## config.mk

```make
export PLATFORM = sky130hd
export DESIGN_NAME = xbar_ctl
export DESIGN_NICKNAME = d
export VERILOG_FILES = /design/src/rtl/xbar_pkg.sv /design/src/rtl/xbar_rst_fsm.sv /design/src/rtl/xbar_shift.sv /design/src/rtl/xbar_latch.sv /design/src/rtl/xbar_ctl.sv
export SDC_FILE = /design/constraint.sdc
export NUM_CORES = 1
export LEC_CHECK = 0
export ABC_AREA = 0
export BUFFER_PORTS_ARGS = -buffer_cell sky130_fd_sc_hd__buf_2
export CELL_PAD_IN_SITES_DETAIL_PLACEMENT = 1
export CELL_PAD_IN_SITES_GLOBAL_PLACEMENT = 2
export CORE_MARGIN = 2
export CORE_UTILIZATION = 30
export DETAILED_ROUTE_END_ITERATION = 10
export GPL_TIMING_DRIVEN = 0
export PLACE_DENSITY = 0.75
export SETUP_SLACK_MARGIN = 0.5
export SLEW_MARGIN = 20
export SYNTH_ARGS = -nofsm -noshare
export SYNTH_HDL_FRONTEND = slang
export SYNTH_HIERARCHICAL = 1
export SYNTH_SLANG_ARGS = --single-unit
```

## constraint.sdc

```tcl
create_clock -name clk -period 5.6 [get_ports clk]
set_input_delay 0.56 -clock clk [delete_from_list [all_inputs] [get_ports clk]]
set_output_delay 0.56 -clock clk [all_outputs]
set_load 0.01 [all_outputs]
```

## src/rtl/xbar_pkg.sv

```systemverilog
package xbar_pkg;
    typedef enum logic [1:0] {
        ST_POR  = 2'd0,
        ST_HALT = 2'd1,
        ST_RUN  = 2'd2
    } ctl_state_t;

    typedef enum logic [1:0] {
        LD_RESTORE = 2'd0,
        LD_SINGLE  = 2'd1,
        LD_FULL    = 2'd2
    } load_kind_t;
endpackage

```

## src/rtl/xbar_rst_fsm.sv

```systemverilog
module xbar_rst_fsm
    import xbar_pkg::*;
#(
    parameter int POR_HOLD = 8
) (
    input  logic clk,
    input  logic por_ok,
    input  logic ext_rst_n,
    input  logic ot_flag,
    output logic run,
    output logic run_next
);
    localparam int PCW = (POR_HOLD < 2) ? 1 : $clog2(POR_HOLD + 1);

    ctl_state_t     st_q, st_d;
    logic [1:0]     req_sync;
    logic [PCW-1:0] por_cnt;
    logic           req;
    logic           raw_req;

    assign raw_req = ~ext_rst_n | ot_flag;
    assign req     = req_sync[1];

    always_ff @(posedge clk or negedge por_ok) begin
        if (!por_ok) req_sync <= 2'b11;
        else         req_sync <= {req_sync[0], raw_req};
    end

    always_ff @(posedge clk or negedge por_ok) begin
        if (!por_ok)
            por_cnt <= '0;
        else if (st_q == ST_POR && por_cnt != PCW'(POR_HOLD - 1))
            por_cnt <= por_cnt + 1'b1;
    end

    // state register
    always_ff @(posedge clk or negedge por_ok) begin
        if (!por_ok) st_q <= ST_POR;
        else         st_q <= st_d;
    end

    // next state
    always_comb begin
        st_d = st_q;
        unique case (st_q)
            ST_POR:  if (por_cnt == PCW'(POR_HOLD - 1)) st_d = req ? ST_HALT : ST_RUN;
            ST_HALT: if (!req) st_d = ST_RUN;
            ST_RUN:  if (req)  st_d = ST_HALT;
            default: st_d = ST_POR;
        endcase
    end

    // outputs
    always_comb begin
        run      = (st_q == ST_RUN);
        run_next = (st_d == ST_RUN);
    end
endmodule

```

## src/rtl/xbar_shift.sv

```systemverilog
module xbar_shift
    import xbar_pkg::*;
#(
    parameter int WORD_W   = 96,
    parameter int SINGLE_W = 16
) (
    input  logic              clk,
    input  logic              por_ok,
    input  logic              sen,
    input  logic              sdi,
    input  logic              upd,
    output logic [WORD_W-1:0] sreg,
    output logic              sdo,
    output load_kind_t        kind
);
    localparam int CW = $clog2(WORD_W + 1);

    logic [CW-1:0] cnt;

    always_ff @(posedge clk or negedge por_ok) begin
        if (!por_ok)  sreg <= '0;
        else if (sen) sreg <= {sreg[WORD_W-2:0], sdi};
    end

    always_ff @(posedge clk or negedge por_ok) begin
        if (!por_ok)
            cnt <= '0;
        else if (upd)
            cnt <= sen ? CW'(1) : '0;
        else if (sen && cnt != CW'(WORD_W))
            cnt <= cnt + 1'b1;
    end

    assign sdo = sreg[WORD_W-1];

    always_comb begin
        if (cnt == '0)
            kind = LD_RESTORE;
        else if (cnt == CW'(SINGLE_W) && sreg[SINGLE_W-1])
            kind = LD_SINGLE;
        else
            kind = LD_FULL;
    end
endmodule

```

## src/rtl/xbar_latch.sv

```systemverilog
module xbar_latch
    import xbar_pkg::*;
#(
    parameter int N_OUT    = 16,
    parameter int SEL_W    = 4,
    parameter int SINGLE_W = 16,
    localparam int FW      = SEL_W + 2,
    localparam int WORD_W  = N_OUT * FW
) (
    input  logic              clk,
    input  logic              por_ok,
    input  logic              upd,
    input  load_kind_t        kind,
    input  logic [WORD_W-1:0] sreg,
    input  logic              run_next,
    output logic [WORD_W-1:0] act
);
    localparam int AW = (N_OUT < 2) ? 1 : $clog2(N_OUT);

    logic [WORD_W-1:0] shd_q, shd_d, act_d;
    logic [AW-1:0]     addr;
    logic [FW-1:0]     fld;

    assign addr = sreg[SINGLE_W-2 -: AW];
    assign fld  = sreg[FW-1:0];

    always_comb begin
        shd_d = shd_q;
        act_d = act;
        if (upd) begin
            unique case (kind)
                LD_RESTORE: act_d = shd_q;
                LD_SINGLE: begin
                    if (int'(addr) < N_OUT) begin
                        shd_d[addr*FW +: FW] = fld;
                        act_d[addr*FW +: FW] = fld;
                    end
                end
                default: begin
                    shd_d = sreg;
                    act_d = sreg;
                end
            endcase
        end
        if (!run_next) begin
            for (int i = 0; i < N_OUT; i++) act_d[i*FW] = 1'b0;
        end
    end

    always_ff @(posedge clk or negedge por_ok) begin
        if (!por_ok) begin
            shd_q <= '0;
            act   <= '0;
        end else begin
            shd_q <= shd_d;
            act   <= act_d;
        end
    end
endmodule

```

## src/rtl/xbar_ctl.sv

```systemverilog
module xbar_ctl
    import xbar_pkg::*;
#(
    parameter int N_OUT    = 16,
    parameter int SEL_W    = 4,
    parameter int SINGLE_W = 16,
    parameter int POR_HOLD = 8
) (
    input  logic                   clk,
    input  logic                   por_ok,
    input  logic                   ext_rst_n,
    input  logic                   ot_flag,
    input  logic                   sdi,
    input  logic                   sen,
    input  logic                   upd,
    input  logic [N_OUT-1:0]       key_n,
    output logic                   sdo,
    output logic [N_OUT*SEL_W-1:0] sel_o,
    output logic [N_OUT-1:0]       gain_o,
    output logic [N_OUT-1:0]       oe_o,
    output logic [N_OUT-1:0]       fill_o,
    output logic                   rst_drv_n
);
    localparam int FW     = SEL_W + 2;
    localparam int WORD_W = N_OUT * FW;

    logic              run, run_next;
    logic [WORD_W-1:0] sreg, act;
    load_kind_t        kind;

    xbar_rst_fsm #(.POR_HOLD(POR_HOLD)) u_fsm (
        .clk(clk), .por_ok(por_ok), .ext_rst_n(ext_rst_n), .ot_flag(ot_flag),
        .run(run), .run_next(run_next)
    );

    xbar_shift #(.WORD_W(WORD_W), .SINGLE_W(SINGLE_W)) u_shift (
        .clk(clk), .por_ok(por_ok), .sen(sen), .sdi(sdi), .upd(upd),
        .sreg(sreg), .sdo(sdo), .kind(kind)
    );

    xbar_latch #(.N_OUT(N_OUT), .SEL_W(SEL_W), .SINGLE_W(SINGLE_W)) u_latch (
        .clk(clk), .por_ok(por_ok), .upd(upd), .kind(kind), .sreg(sreg),
        .run_next(run_next), .act(act)
    );

    for (genvar k = 0; k < N_OUT; k++) begin : g_out
        assign sel_o[k*SEL_W +: SEL_W] = act[k*FW+2 +: SEL_W];
        assign gain_o[k]               = act[k*FW+1];
        assign oe_o[k]                 = act[k*FW];
        assign fill_o[k]               = ~key_n[k];
    end

    assign rst_drv_n = run;
endmodule

```

**Yosys cells after proc, flatten, opt, wreduce, memory -nomap -nowiden**

Index checks and enable logic that the tools add are counted.

- Logic and storage cells: 81
- Flip-flop bits (word level): 303
- Input port bits: 23

- Multiply operators: 1
- Bitwise gates (word level): 19
- Multiplexer cells: 31
- Reduce and logical (&&, ||, !) cells: 8
- Shift-type cells: 2
- Add/subtract/negate cells: 3
- Eq/ne operators: 9

Operators by type and width:

| kind | count |
|---|---|
| one-hot mux 96 bit (2 select lines) | 2 |
| bitwise mux 96 bit | 2 |
| variable shift 6 x 34 -> 96 bit, first input constant | 1 |
| variable part select 6 x 34 -> 96 bit | 1 |
| two-way mux 91 bit | 1 |
| negator 7 -> 34 bit | 1 |
| inverter 1 bit | 18 |
| two-way mux 1 bit | 17 |
| two-way mux 7 bit | 2 |
| two-way mux 2 bit | 6 |
| adder 7 x 1 -> 7 bit, second input constant | 1 |
| == test 7 x 5 -> 1 bit, second input constant | 1 |
| zero test 7 bit | 1 |
| != test 7 bit, second input constant | 1 |
| multiplier 4 x 2 -> 6 bit, second input constant | 1 |
| one-hot mux 2 bit (3 select lines) | 1 |
| adder 4 x 1 -> 4 bit, second input constant | 1 |
| == test 2 x 1 -> 1 bit, second input constant | 2 |
| == test 2 bit, second input constant | 2 |
| == test 4 x 3 -> 1 bit, second input constant | 1 |
| zero test 2 bit | 2 |
| != test 4 x 3 -> 1 bit, second input constant | 1 |
| logical AND 1 bit | 3 |
| != test 2 bit, second input constant | 1 |
| 3 further kinds | 3 |

**Longest topological paths before layout**

- Word-level depth: 8
- Gate-level depth with buffers: 18

**Hierarchy**

Netlist, hierarchy kept.

By module, submodules not included:

| module | cells an instance | sequential area each (um2) | area each (um2) | instances |
|---|---|---|---|---|
| xbar_latch | 1,455 | 4,804.6 | 12,489.5 | 1 |
| xbar_shift | 252 | 2,577.5 | 3,971.3 | 1 |
| xbar_rst_fsm | 26 | 202.7 | 339.1 | 1 |
| xbar_ctl | 16 | 0.0 | 60.1 | 1 |

**Worst setup path after synthesis**

Ideal clock, no wire load.

- Kind: register to register
- Start point: register u_shift.sreg[13]
- End point: register u_latch.act[27]
- Data arrival time: 4,116 ps
- Setup slack: 1,401 ps
- Cell stages (with the launch flop): 17
- Period minus slack after synthesis: 4,199 ps
- Library setup time: 82 ps
- Cells stage by stage: dfrtp_1 > clkbuf_1 > clkbuf_1 > inv_1 > ha_1 > buf_2 > nor2b_2 > o21ai_4 > buf_2 > a21oi_1 > ha_1 > clkinv_1 > a2111oi_4 > nand2_1 > nor3_2 > a22oi_1 > o22ai_1

- Cells in the longest elaborated chain, start to end: 5

RTL lines:

| item | line | RTL |
|---|---|---|
| start: declaration | xbar_shift.sv:12 | `output logic [WORD_W-1:0] sreg,` |
| start signal: assignment | xbar_shift.sv:22 | `else if (sen) sreg <= {sreg[WORD_W-2:0], sdi};` |
| multiplier 4 x 2 -> 6 bit (*) | xbar_latch.sv:36 | `act_d[addr*FW +: FW] = fld;` |
| negator 7 -> 34 bit (*) | xbar_latch.sv:36 |  |
| variable part select 6 x 34 -> 96 bit or variable shift 6 x 34 -> 96 bit (tied branches) | xbar_latch.sv:36 |  |
| bitwise mux 96 bit (*) | xbar_latch.sv:36 |  |
| one-hot mux 96 bit (2 select lines) (*) | xbar_latch.sv:31 | `unique case (kind)` |
| end signal: assignment | xbar_latch.sv:56 | `act <= act_d;` |
| end: declaration | xbar_latch.sv:16 | `output logic [WORD_W-1:0] act` |

Mark *: on every way between the ends. The rest lies on a longest branch, timed or not.
A chain may end at the register's enable or synchronous reset.

**Worst setup path after layout**

- Start point: register u_shift.cnt[0]
- End point: register u_latch.shd_q[65]

- Cells in the longest elaborated chain, start to end: 7

RTL lines:

| item | line | RTL |
|---|---|---|
| start: declaration | xbar_shift.sv:18 | `logic [CW-1:0] cnt;` |
| start signal: assignment | xbar_shift.sv:29 | `cnt <= sen ? CW'(1) : '0;` |
| start signal: assignment | xbar_shift.sv:31 | `cnt <= cnt + 1'b1;` |
| == test 7 x 5 -> 1 bit | xbar_shift.sv:39 | `else if (cnt == CW'(SINGLE_W) && sreg[SINGLE_W-1])` |
| logical AND 1 bit | xbar_shift.sv:39 |  |
| two-way mux 2 bit | xbar_shift.sv:39 |  |
| two-way mux 2 bit (*) | xbar_shift.sv:37 | `if (cnt == '0)` |
| via kind[1] | xbar_ctl.sv:29 | `load_kind_t kind;` |
| parallel branches: the longest is 3 deep, another holds one-hot mux 96 bit (2 select lines) | n/a |  |
| end signal: assignment | xbar_latch.sv:52 | `shd_q <= '0;` |
| end signal: assignment | xbar_latch.sv:55 | `shd_q <= shd_d;` |
| end: declaration | xbar_latch.sv:20 | `logic [WORD_W-1:0] shd_q, shd_d, act_d;` |

Mark *: on every way through the listed nets, which the timed path passes.

==> run metrics <==
outcome=finished, final reports clean; Root Buffer=clkbuf_16; Crit Path Class=flip-flop to flip-flop; Slew HR=13.79%; DR pass1 iterations=5; Die ar.=58110 um^2; share of post-route cells with drive strength above 1=24.14%; Top Usage Layer GRT=met2; FILL cells=6387; crit path DAT=5.51 ns; final WL=92570 um; WHS=0.1291 ns; RSZ-0062 raised after global routing=yes; vias per std cell=6.319; f_max=0.1981 GHz; clk_lat worst skew=0.58 ns; initial core utilization=30.48%; FF+latch area=7586 um^2; Period minus WS final=5.048 ns; Mapped Nets=1783; Finished Cell Area=20270 um^2; area of the multi-input gates=8807 um^2; drt drc=0; Yosys Warn Count=6; Worst Tran Pin Value=1.293 ns; GR Util All Layers=31.68%; worst vdd ir=0.3246 mV; Clk network pwr share=21.6%; GRT overflow=0; Synth area leaders=dfrtp_1 (45%), mux2_2 (8.5%), o21ai_0 (4.3%); Fin. Hold Viols=0; CTS Buffer Depth=3; core box area=55310 um^2; Yosys top cell area share=44.68%; Die Height=241.1 um; switching power=5.939 mW; row count=86; path category of the worst min-delay check=input pin to flip-flop; synthesized area per cell=9.640 um^2; clock slew at reported path FFs=0.06 ns; CTS sink cnt=303; Critical Path RT=6.06 ns; Yosys top cell by area=dfrtp_1; sw frac=50.86%; CTS Buf Count=38; met2 Use GR=48.60%; final max-slew violation count=0; Max-cap violations=0; Post-synth ARST share=100.0%; Distinct cells, synth=99; # nets final=1980; GR Util met1=41.41%; area delta synth->final=20.23%; most frequent cell after synthesis=dfrtp_1; CTS tree=done; die extent in x=241.1 um; crit share post-route=90.15%; power per cell area=576.1 nW/um^2; commonest register cell after synthesis=dfrtp_1; M3 GR Usage=7.377%; Detailed Place HPWL=66600 um; Worst R2R Setup Slack=0.55 ns; setup TNS=0 ns; Final setup viols=0; cell area after synthesis=16860 um^2; # port buffers=134; crit-path max FO=10; skew final=0.02508 ns; vias=17195; EDFF count, synth=0; routed len/inst=34.02 um; Synth top cells by count=dfrtp_1 (301), nand2_1 (145), o21ai_0 (144); Placement Cell Area=18620 um^2; largest net degree at the start of global routing=90; Layout Utilization=36.65%; cell-internal power=5.739 mW; FF+latch count, synth=303; First DRT Iteration DRCs=2166; endpoint class of the critical path=flip-flop; setup slack after layout=0.5516 ns; CTS H-Tree Depth=2; Top Ports=137; Startpoint Class=flip-flop; number of global-route vias before repair=17239; first-pass GRT wire length=129700 um; ANT nets after route=0; Seq pwr share=25.2%; Pleak=8.810 nW; Combinational Power Share=53.2%; synthesized instance count=1749; setup slack after placement=-1.138 ns; Routability Congestion=0.9579; initial antenna violation count=2; register area share after synthesis=44.99%
-- power by group through the flow --
stage,combinational (mW),clock [mW],sequential (mW)
floorplan,3.12,0,2.85
global placement,5.42,0,2.96
detailed placement,5.54,0,2.98
CTS,5.83,2.56,2.94
global route,6.35,2.64,2.98
finish,6.21,2.52,2.94
-- through the flow --
step                      total power, mW  std cells
after global placement              8.378       2631
after detailed placement            8.516       2637
after global routing                11.98       2720
final                               11.68       2721
after floorplan                     5.980       1749
after CTS                           11.32       2720
-- final cells by class --
type / count / share of cell area, %
inverter: 42 / 0.8271
timing repair buffer: 157 / 4.537
clock buffer: 52 / 5.345
multi-input combinational: 1273 / 43.45
sequential: 303 / 37.42
clock inverter: 14 / 0.8333
tap: 748 / 4.617
antenna: 1 / 0.01234
buffer: 131 / 2.957
-- kinds of logic after synthesis --
logic type	after synthesis	share of synthesized area, %
compound gates	666	27.31
xor+xnor	9	0.6011
fa+ha+maj	11	0.8609
buf+inv	173	4.171
flops	303	44.99
mux	145	9.633
simple gates	442	12.44
-- placed cells by master, fill, tap and decap left out, types with 21 or more instances in the layout --
| cell | instances |
|---|---|
| dfrtp_1 | 300 |
| nand2_1 | 142 |
| clkbuf_16 | 38 |
| buf_4 | 21 |
| mux2_2 | 128 |
| o21ai_0 | 140 |
| a22o_1 | 28 |
| o2bb2ai_1 | 25 |
| o22ai_1 | 26 |
| nor2_1 | 105 |
| clkbuf_1 | 75 |
| inv_1 | 37 |
| a21o_1 | 35 |
| a21oi_1 | 119 |
| o21ai_1 | 21 |
| a221oi_1 | 23 |
| buf_2 | 156 |
| nand3_1 | 50 |
| a31oi_1 | 41 |
-- worst max-delay path, stage by stage (launching register included) --
cell and delay (ns):
dfrtp_1 0.42, inv_1 0.10, ha_1 0.19, or3b_4 0.25, nor3_1 0.06, o21ai_0 0.08, clkbuf_1 0.46, clkinv_1 0.52
nand2_1 0.32, clkbuf_1 0.57, clkbuf_1 0.95, clkbuf_2 0.62, nand2_1 0.11, a41oi_1 0.25
-- timing repair --
item                                   in CTS  in global routing
endpoints found under the hold margin      54                  0
hold buffers                                1                  0
pin swaps                                   5                  0
setup endpoints to repair                 192                182
gates resized for setup                    32                 54
buffers inserted                           16                  0
-- sequential cells by signal (all words and copies together) (netlist names) --
name,flops
u_fsm/por_cnt,4
u_latch/shd_q,96
u_fsm/req_sync,2
u_latch/act,96
u_shift/cnt,7
u_fsm/st_q,2
u_shift/sreg,96
-- path summary, 6_finish.rpt --
check,from,to,cells past startpoint
max,u_shift/cnt[0],u_latch/shd_q[65],13
min in group asynchronous,por_ok,u_fsm/por_cnt[0],2
min reg2reg,u_fsm/req_sync[0],u_fsm/req_sync[1],0
max in group asynchronous,por_ok,u_shift/sreg[13],4
min,ext_rst_n,u_fsm/req_sync[0],2
max reg2reg,u_shift/cnt[0],u_latch/shd_q[65],13
-- routing by layer --
metal  vias up  routed length [um]
met2       988               40480
met4         2                5631
met3       304                9092
met5         -                  13
met1      8937               37350
li1       6964                   -
No activity file was read; power rests on OpenSTA's default activity.
